`src/rtl/axb_pkg.sv`:
```
package axb_pkg;
  typedef enum logic [1:0] {
    BT_FIXED = 2'b00,
    BT_INCR  = 2'b01,
    BT_WRAP  = 2'b10,
    BT_RSVD  = 2'b11
  } burst_e;
endpackage

```
`src/rtl/axb_legal.sv`:
```
module axb_legal
  import axb_pkg::*;
#(
  parameter int ADDR_W    = 32,
  parameter int BUS_LOG2  = 3,
  parameter int PAGE_LOG2 = 12
) (
  input  logic [ADDR_W-1:0] start,
  input  logic [7:0]        len,
  input  logic [2:0]        size,
  input  logic [1:0]        burst,
  output logic              ok
);
  localparam int SW = ADDR_W + 1;

  logic [SW-1:0] total;
  logic [SW-1:0] end_b;
  logic          size_ok;
  logic          wrap_ok;
  logic          page_ok;

  always_comb begin
    total   = ({{(SW-8){1'b0}}, len} + SW'(1)) << size;
    end_b   = {1'b0, start} + total - SW'(1);
    size_ok = (size <= 3'(BUS_LOG2));
    wrap_ok = (len == 8'd1) || (len == 8'd3) || (len == 8'd7) || (len == 8'd15);
    page_ok = (end_b[SW-1:PAGE_LOG2] == {1'b0, start[ADDR_W-1:PAGE_LOG2]});
    unique case (burst_e'(burst))
      BT_FIXED: ok = size_ok;
      BT_INCR:  ok = size_ok && page_ok;
      BT_WRAP:  ok = size_ok && wrap_ok;
      default:  ok = 1'b0;
    endcase
  end
endmodule

```
`src/rtl/axb_step.sv`:
```
module axb_step
  import axb_pkg::*;
#(
  parameter int ADDR_W = 32
) (
  input  logic [ADDR_W-1:0] cur,
  input  logic [7:0]        len,
  input  logic [2:0]        size,
  input  logic [1:0]        burst,
  output logic [ADDR_W-1:0] cur_aligned,
  output logic [ADDR_W-1:0] nxt,
  output logic [ADDR_W-1:0] nxt_aligned
);
  logic [ADDR_W-1:0] lane_mask;
  logic [ADDR_W-1:0] inc;
  logic [ADDR_W-1:0] win_mask;
  logic [ADDR_W-1:0] win_low;

  always_comb begin
    lane_mask   = (ADDR_W'(1) << size) - ADDR_W'(1);
    cur_aligned = cur & ~lane_mask;
    inc         = cur_aligned + lane_mask + ADDR_W'(1);
    win_mask    = ((ADDR_W'(len) + ADDR_W'(1)) << size) - ADDR_W'(1);
    win_low     = cur & ~win_mask;
    unique case (burst_e'(burst))
      BT_INCR: nxt = inc;
      BT_WRAP: nxt = ((inc & win_mask) == '0) ? win_low : inc;
      default: nxt = cur;
    endcase
    nxt_aligned = nxt & ~lane_mask;
  end
endmodule

```
`src/rtl/axb_addr_gen.sv`:
```
module axb_addr_gen
  import axb_pkg::*;
#(
  parameter int ADDR_W    = 32,
  parameter int BUS_LOG2  = 3,
  parameter int PAGE_LOG2 = 12
) (
  input  logic              clk,
  input  logic              rst,
  input  logic              req_valid,
  input  logic [ADDR_W-1:0] req_addr,
  input  logic [7:0]        req_len,
  input  logic [2:0]        req_size,
  input  logic [1:0]        req_burst,
  input  logic              beat_adv,
  output logic              busy,
  output logic [ADDR_W-1:0] beat_addr,
  output logic [ADDR_W-1:0] beat_aligned,
  output logic              beat_last,
  output logic              req_err
);
  logic              busy_q, last_q, err_q;
  logic [ADDR_W-1:0] addr_q, algn_q;
  logic [7:0]        idx_q, len_q;
  logic [2:0]        size_q;
  logic [1:0]        burst_q;

  logic              req_ok;
  logic [ADDR_W-1:0] st_addr;
  logic [7:0]        st_len;
  logic [2:0]        st_size;
  logic [1:0]        st_burst;
  logic [ADDR_W-1:0] cur_algn, nxt, nxt_algn;

  axb_legal #(.ADDR_W(ADDR_W), .BUS_LOG2(BUS_LOG2), .PAGE_LOG2(PAGE_LOG2)) u_legal (
    .start(req_addr), .len(req_len), .size(req_size), .burst(req_burst), .ok(req_ok)
  );

  assign st_addr  = busy_q ? addr_q  : req_addr;
  assign st_len   = busy_q ? len_q   : req_len;
  assign st_size  = busy_q ? size_q  : req_size;
  assign st_burst = busy_q ? burst_q : req_burst;

  axb_step #(.ADDR_W(ADDR_W)) u_step (
    .cur(st_addr), .len(st_len), .size(st_size), .burst(st_burst),
    .cur_aligned(cur_algn), .nxt(nxt), .nxt_aligned(nxt_algn)
  );

  always_ff @(posedge clk) begin
    if (rst) begin
      busy_q  <= 1'b0;
      last_q  <= 1'b0;
      err_q   <= 1'b0;
      addr_q  <= '0;
      algn_q  <= '0;
      idx_q   <= '0;
      len_q   <= '0;
      size_q  <= '0;
      burst_q <= '0;
    end else begin
      err_q <= 1'b0;
      if (!busy_q) begin
        if (req_valid) begin
          if (req_ok) begin
            busy_q  <= 1'b1;
            addr_q  <= req_addr;
            algn_q  <= cur_algn;
            idx_q   <= '0;
            last_q  <= (req_len == 8'd0);
            len_q   <= req_len;
            size_q  <= req_size;
            burst_q <= req_burst;
          end else begin
            err_q <= 1'b1;
          end
        end
      end else if (beat_adv) begin
        if (last_q) begin
          busy_q <= 1'b0;
          last_q <= 1'b0;
        end else begin
          addr_q <= nxt;
          algn_q <= nxt_algn;
          idx_q  <= idx_q + 8'd1;
          last_q <= ((idx_q + 8'd1) == len_q);
        end
      end
    end
  end

  assign busy         = busy_q;
  assign beat_addr    = addr_q;
  assign beat_aligned = algn_q;
  assign beat_last    = last_q;
  assign req_err      = err_q;

  // the final-beat flag only appears inside a burst
  a_r4_last_in_burst: assert property (@(posedge clk) disable iff (rst)
    last_q |-> busy_q);

  // advancing the final beat ends the burst
  a_r4_last_idle: assert property (@(posedge clk) disable iff (rst)
    busy_q && last_q && beat_adv |=> !busy_q);

  // a refused request leaves the block idle
  a_r9_err_idle: assert property (@(posedge clk) disable iff (rst)
    err_q |-> !busy_q);

  // the error is a single-cycle pulse
  a_r9_err_pulse: assert property (@(posedge clk) disable iff (rst)
    err_q |=> !err_q);

  // a stalled beat holds its outputs
  a_r11_hold: assert property (@(posedge clk) disable iff (rst)
    busy_q && !beat_adv |=> $stable(addr_q) && $stable(algn_q) && $stable(last_q));

  // a FIXED burst never moves its address
  a_r1_fixed: assert property (@(posedge clk) disable iff (rst)
    busy_q && (burst_q == 2'b00) |=> $stable(addr_q));
endmodule

```
`config.mk`:
```
export PLATFORM = sky130hd
export DESIGN_NAME = axb_addr_gen
export DESIGN_NICKNAME = d
export VERILOG_FILES = /design/src/rtl/axb_pkg.sv /design/src/rtl/axb_legal.sv /design/src/rtl/axb_step.sv /design/src/rtl/axb_addr_gen.sv
export SDC_FILE = /design/constraint.sdc
export NUM_CORES = 1
export LEC_CHECK = 0
export BUFFER_PORTS_ARGS = -buffer_cell sky130_fd_sc_hd__buf_2
export CORE_UTILIZATION = 44
export DETAILED_ROUTE_END_ITERATION = 8
export PLACE_DENSITY_LB_ADDON = 0.2
export SETUP_SLACK_MARGIN = 0.02
export SLEW_MARGIN = 20
export SYNTH_ARGS = -nofsm -noshare
export SYNTH_HDL_FRONTEND = slang
export SYNTH_HIERARCHICAL = 1
export SYNTH_SLANG_ARGS = --single-unit
```
`constraint.sdc`:
```
create_clock -name clk -period 8.7 [get_ports clk]
set_clock_uncertainty 0.05 [all_clocks]
set_input_delay 1.74 -clock clk [delete_from_list [all_inputs] [get_ports clk]]
set_output_delay 1.74 -clock clk [all_outputs]
set_load 0.005 [all_outputs]
```
==> impl_metrics.yaml <==
cells_and_area:
  final_layout_size_suffix_gt1_frac: 0.1433
  antenna-diode-count: 0
  finish.net_count: 1729
  area_growth_pct: 6.592
synthesis:
  share_of_the_synthesized_area_in_compound_gates_ao_oa_aoi_oai: 0.2660
  synth_nets: 1718
  synth_enable_flop_cells: 0
  yosysSeqAreaShare: 0.1529
  synth.top_cells.by_area: "sky130_fd_sc_hd__dfxtp_1, sky130_fd_sc_hd__mux2i_1, sky130_fd_sc_hd__ha_1"
  postSynth.topFlopCell: "sky130_fd_sc_hd__dfxtp_1"
  yosys.area_share.xor_xnor: 0.05321
  postSynthRegisterBits: 88
  post_synth_fa_ha_maj_area_fraction: 0.06407
  synthDominantCellAreaShare: 0.1529
  asr_flop_ratio_synth: 0
  synth-warning-count: 6
  synth_top_family_by_area: "compound AO/OA/AOI/OAI gates"
  synthCells: 1610
  synth_largest_area_cell: "sky130_fd_sc_hd__dfxtp_1"
  synthesized_area_fraction_occupied_by_and_or_nand_nor_cells: 0.2550
  synth_mux_area_frac: 0.1194
  syn-mean-instance-area_sq_um: 7.157
  synth_cell_type_count: 101
  syn_area_sq_mm: 0.01152
floorplanning:
  coreArea_sq_mm: 0.02540
  row_count: 58
  start_util: 0.4536
  die_x_microns: 163.8
  io-pin-count: 116
  dieHeight_microns: 163.8
  die-area_sq_mm: 0.02684
clock_network:
  cts_resized: 0
  ctsHoldBuffers: 0
  cts-htree-levels: 3
  clk_pin_slew_ps: 70
  cts-root-to-sink-buffers: 2
  cts_num_sinks: 88
  tritoncts_clock_tree: "built"
  post_cts.repair.setup_buffers: 0
  worst_skew_pair.late_latency_ps: 360
  cts_root_buffer: "sky130_fd_sc_hd__clkbuf_16"
  cts_made_buffers: 9
detailed_routing:
  post_detailed_route_via_to_cell_ratio: 6.237
  initialDrtViolationCount: 1244
  routed_wire_length_microns: 38890
  route.antenna.remaining_nets: 0
  drt-wirelength-per-cell_microns: 19.88
  drc: 0
  num_vias: 12200
  drt_first_pass_iters: 6
setup_path:
  worst_setup_path_start_kind: "primary input"
  reg2regPathDepth: 21
  required_ps: 8900
  critical-path-top-delay-family: "simple AND/OR/NAND/NOR gates"
  path_buf_inv: 3
  crit_path_top_delay_cell: "sky130_fd_sc_hd__nor4_1"
  worstSetupPathType: "primary input to flip-flop"
  worst-path-max-fanout: 54
  worst_flop_to_flop_path_endpoint: "beat_aligned[14]"
  r2r_start: "busy"
  r2r_setup_slack_ps: 1910
  timing.critical_path.to_type: "flip-flop"
  critPathMaxStageDelay_ps: 490
  crit_arrival_ps: 7890
sta:
  finalMaxSlewViolations: 0
  fin_ws_ps: 1009
  timing.final.crit_share: 0.8840
  clock.fmax_mhz: 130.0
  final.min_clock_period_ps: 7691
  totalNegativeSetupSlack_ps: 0
  rsz0062_at_grt: "false"
  final_hold_viol_count: 0
  maxSlewHeadroom: 0.3161
  finalSetupViolations: 0
  timing_worst_slew_pin_value_ps: 1026
power:
  share_comb_of_total_power: 0.475
  clkPwrFrac: 0.251
  cellInternalPower_uw: 923.1
  max-vdd-ir-drop_v: 0.0001005
  power_density_mw_per_mm2: 131.1
  power.switching_uw: 686.7
  netSwitchingFraction: 0.4266
  seqPwrFrac: 0.274
  p_leak_nw: 4.862
hold_path:
  timing.hold.worst_path_depth: 2
  worst_hold_path.endpoint: "size_q[1]"
  timing.hold.worst.class: "flip-flop to flip-flop"
  timing.hold.worst.start: "size_q[1]"
run:
  maxCapViolCount: 0
global_routing:
  via_count_of_the_first_global_routing_pass: 10840
  grt_start_max_net_pins: 90
  groute.usage.overall: 0.2845
  grt_antenna_before_repair: 0
  grt_overflow: 0
  wire_length_of_the_first_global_routing_pass_microns: 59790
outcome:
  result_of_the_run: "complete, no violations"
placed_design:
  dpl.hpwl_microns: 29830
  numPortBuffers: 115
  gp_routability_congestion: 1.011
  place_ws_ps: 751.1
layout make-up:
cell class | count | area (sq um)
clock inverter | 7 | 70.07
fill | 2665 | 13120
sequential | 88 | 1765
inverter | 101 | 379.1
clock buffer | 9 | 225.2
tap | 330 | 412.9
timing repair buffer | 129 | 693.2
multi-input combinational | 1292 | 8736
layout by cell type, fill, tap and decap left out, types with 10 or more instances in the layout:
cell type	synthesis	final
sky130_fd_sc_hd__mux2i_1	79	79
sky130_fd_sc_hd__and2_1	14	14
sky130_fd_sc_hd__nand3_1	51	51
sky130_fd_sc_hd__nor2b_1	24	24
sky130_fd_sc_hd__a211oi_1	76	76
sky130_fd_sc_hd__dfxtp_1	88	87
sky130_fd_sc_hd__a21o_1	17	17
sky130_fd_sc_hd__buf_2	40	115
sky130_fd_sc_hd__nand4_1	28	28
sky130_fd_sc_hd__o21ai_1	10	10
sky130_fd_sc_hd__nor4_1	16	16
sky130_fd_sc_hd__mux2_2	51	51
sky130_fd_sc_hd__buf_4	6	13
sky130_fd_sc_hd__nand2b_1	24	24
sky130_fd_sc_hd__and3_1	18	18
sky130_fd_sc_hd__o211ai_1	10	10
sky130_fd_sc_hd__nand2_1	146	146
sky130_fd_sc_hd__o21ai_0	83	83
sky130_fd_sc_hd__nor2_1	148	148
sky130_fd_sc_hd__a31oi_1	25	25
sky130_fd_sc_hd__inv_1	101	101
sky130_fd_sc_hd__ha_1	59	59
sky130_fd_sc_hd__nor3_1	36	36
sky130_fd_sc_hd__xor2_1	35	35
sky130_fd_sc_hd__xnor2_1	35	35
sky130_fd_sc_hd__a21oi_1	120	120
through the flow:
stage / total power [mW] / cells / util / area, sq um / hold slack [ps]
5_1_grt: 1.705 / 1956 / 0.4835 / 12280 / 422.7
2_1_floorplan: 1.000 / 1610 / - / 11520 / 382.9
6_report: 1.610 / 1956 / 0.4835 / 12280 / 409.0
3_5_place_dp: 1.193 / 1940 / 0.4719 / 11990 / 397.8
4_1_cts: 1.602 / 1956 / 0.4835 / 12280 / 407.7
3_3_place_gp: 1.190 / 1940 / 0.4719 / 11990 / 387.9
per-layer routing:
metal / up-vias / part of all wire / global-route usage
met3: 73 / 0.079 / 0.04470
met5: - / 0 / 0
li1: 5884 / - / -
met2: 483 / 0.44 / 0.4513
met4: 0 / 0.024 / 0.07828
met1: 5760 / 0.45 / 0.3960
worst register-to-register path, stage by stage (launching register included):
cell                       delay (ps)
sky130_fd_sc_hd__dfxtp_4          470
sky130_fd_sc_hd__buf_4            590
sky130_fd_sc_hd__mux2_2           750
sky130_fd_sc_hd__nand2_1          220
sky130_fd_sc_hd__nor2_1           370
sky130_fd_sc_hd__inv_1            230
sky130_fd_sc_hd__ha_1             370
sky130_fd_sc_hd__nand2b_1         160
sky130_fd_sc_hd__and3_1           400
sky130_fd_sc_hd__a21oi_1          220
sky130_fd_sc_hd__o31a_1           300
sky130_fd_sc_hd__nor4_1           300
sky130_fd_sc_hd__nand4_1          180
sky130_fd_sc_hd__o211ai_1         240
sky130_fd_sc_hd__o21a_1           190
sky130_fd_sc_hd__nand4_2          120
sky130_fd_sc_hd__buf_4            280
sky130_fd_sc_hd__nor2_1           480
sky130_fd_sc_hd__a32oi_1          230
sky130_fd_sc_hd__o21ai_0          130
sky130_fd_sc_hd__mux2i_1          150
sky130_fd_sc_hd__a211oi_1         280
synth_stat cells, types with 11 or more instances:
cell	number
sky130_fd_sc_hd__a21o_1	17
sky130_fd_sc_hd__ha_1	59
sky130_fd_sc_hd__mux2_2	51
sky130_fd_sc_hd__nand2_1	146
sky130_fd_sc_hd__nand4_1	28
sky130_fd_sc_hd__mux2i_1	79
sky130_fd_sc_hd__a21oi_1	120
sky130_fd_sc_hd__and2_1	14
sky130_fd_sc_hd__clkbuf_1	70
sky130_fd_sc_hd__dfxtp_1	88
sky130_fd_sc_hd__o21ai_0	83
sky130_fd_sc_hd__a211oi_1	76
sky130_fd_sc_hd__xnor2_1	35
sky130_fd_sc_hd__nand2b_1	24
sky130_fd_sc_hd__inv_1	101
sky130_fd_sc_hd__xor2_1	35
sky130_fd_sc_hd__nor2_1	148
sky130_fd_sc_hd__nand3_1	51
sky130_fd_sc_hd__nor2b_1	24
sky130_fd_sc_hd__nor4_1	16
sky130_fd_sc_hd__and3_1	18
sky130_fd_sc_hd__buf_2	40
sky130_fd_sc_hd__buf_6	11
sky130_fd_sc_hd__nor3_1	36
sky130_fd_sc_hd__a31oi_1	25
how the worst max path moves through the flow:
stage | slack [ps] | cells after the start | endpoint | from
CTS | 1120 | 26 | beat_addr[13] | req_len[0]
finish | 1010 | 26 | beat_aligned[7] | req_len[0]
floorplan | 1940 | 26 | beat_addr[10] | req_len[2]
detailed placement | 750 | 26 | beat_aligned[10] | req_len[0]
global route | 620 | 26 | beat_aligned[5] | req_len[0]
global placement | 860 | 26 | beat_aligned[6] | req_len[0]
flip-flops by register name, summed over array words and instances, names as in the netlist:
register / cells
beat_addr: 32
beat_aligned: 32
beat_last: 1
burst_q: 2
busy: 1
idx_q: 8
len_q: 8
req_err: 1
size_q: 3
power groups by stage:
| stage | Sequential [mW] | Combinational [mW] | Clock (mW) |
|---|---|---|---|
| 2_1_floorplan | 0.446 | 0.554 | 0 |
| 5_1_grt | 0.444 | 0.833 | 0.429 |
| 3_3_place_gp | 0.450 | 0.739 | 0 |
| 3_5_place_dp | 0.450 | 0.744 | 0 |
| 4_1_cts | 0.441 | 0.748 | 0.413 |
| 6_report | 0.441 | 0.765 | 0.404 |
cells by family (layout without fill, tap and decap cells):
kind of cell               after synthesis  count (layout)
and+or+nand+nor                        578             578
adders and majority gates               59              59
buffers and inverters                  230             246
DFF                                     88              88
muxes                                  131             131
AOI/OAI and AO/OA                      454             454
xor gates and xnor gates                70              70
(Power assumes the default switching activity.)
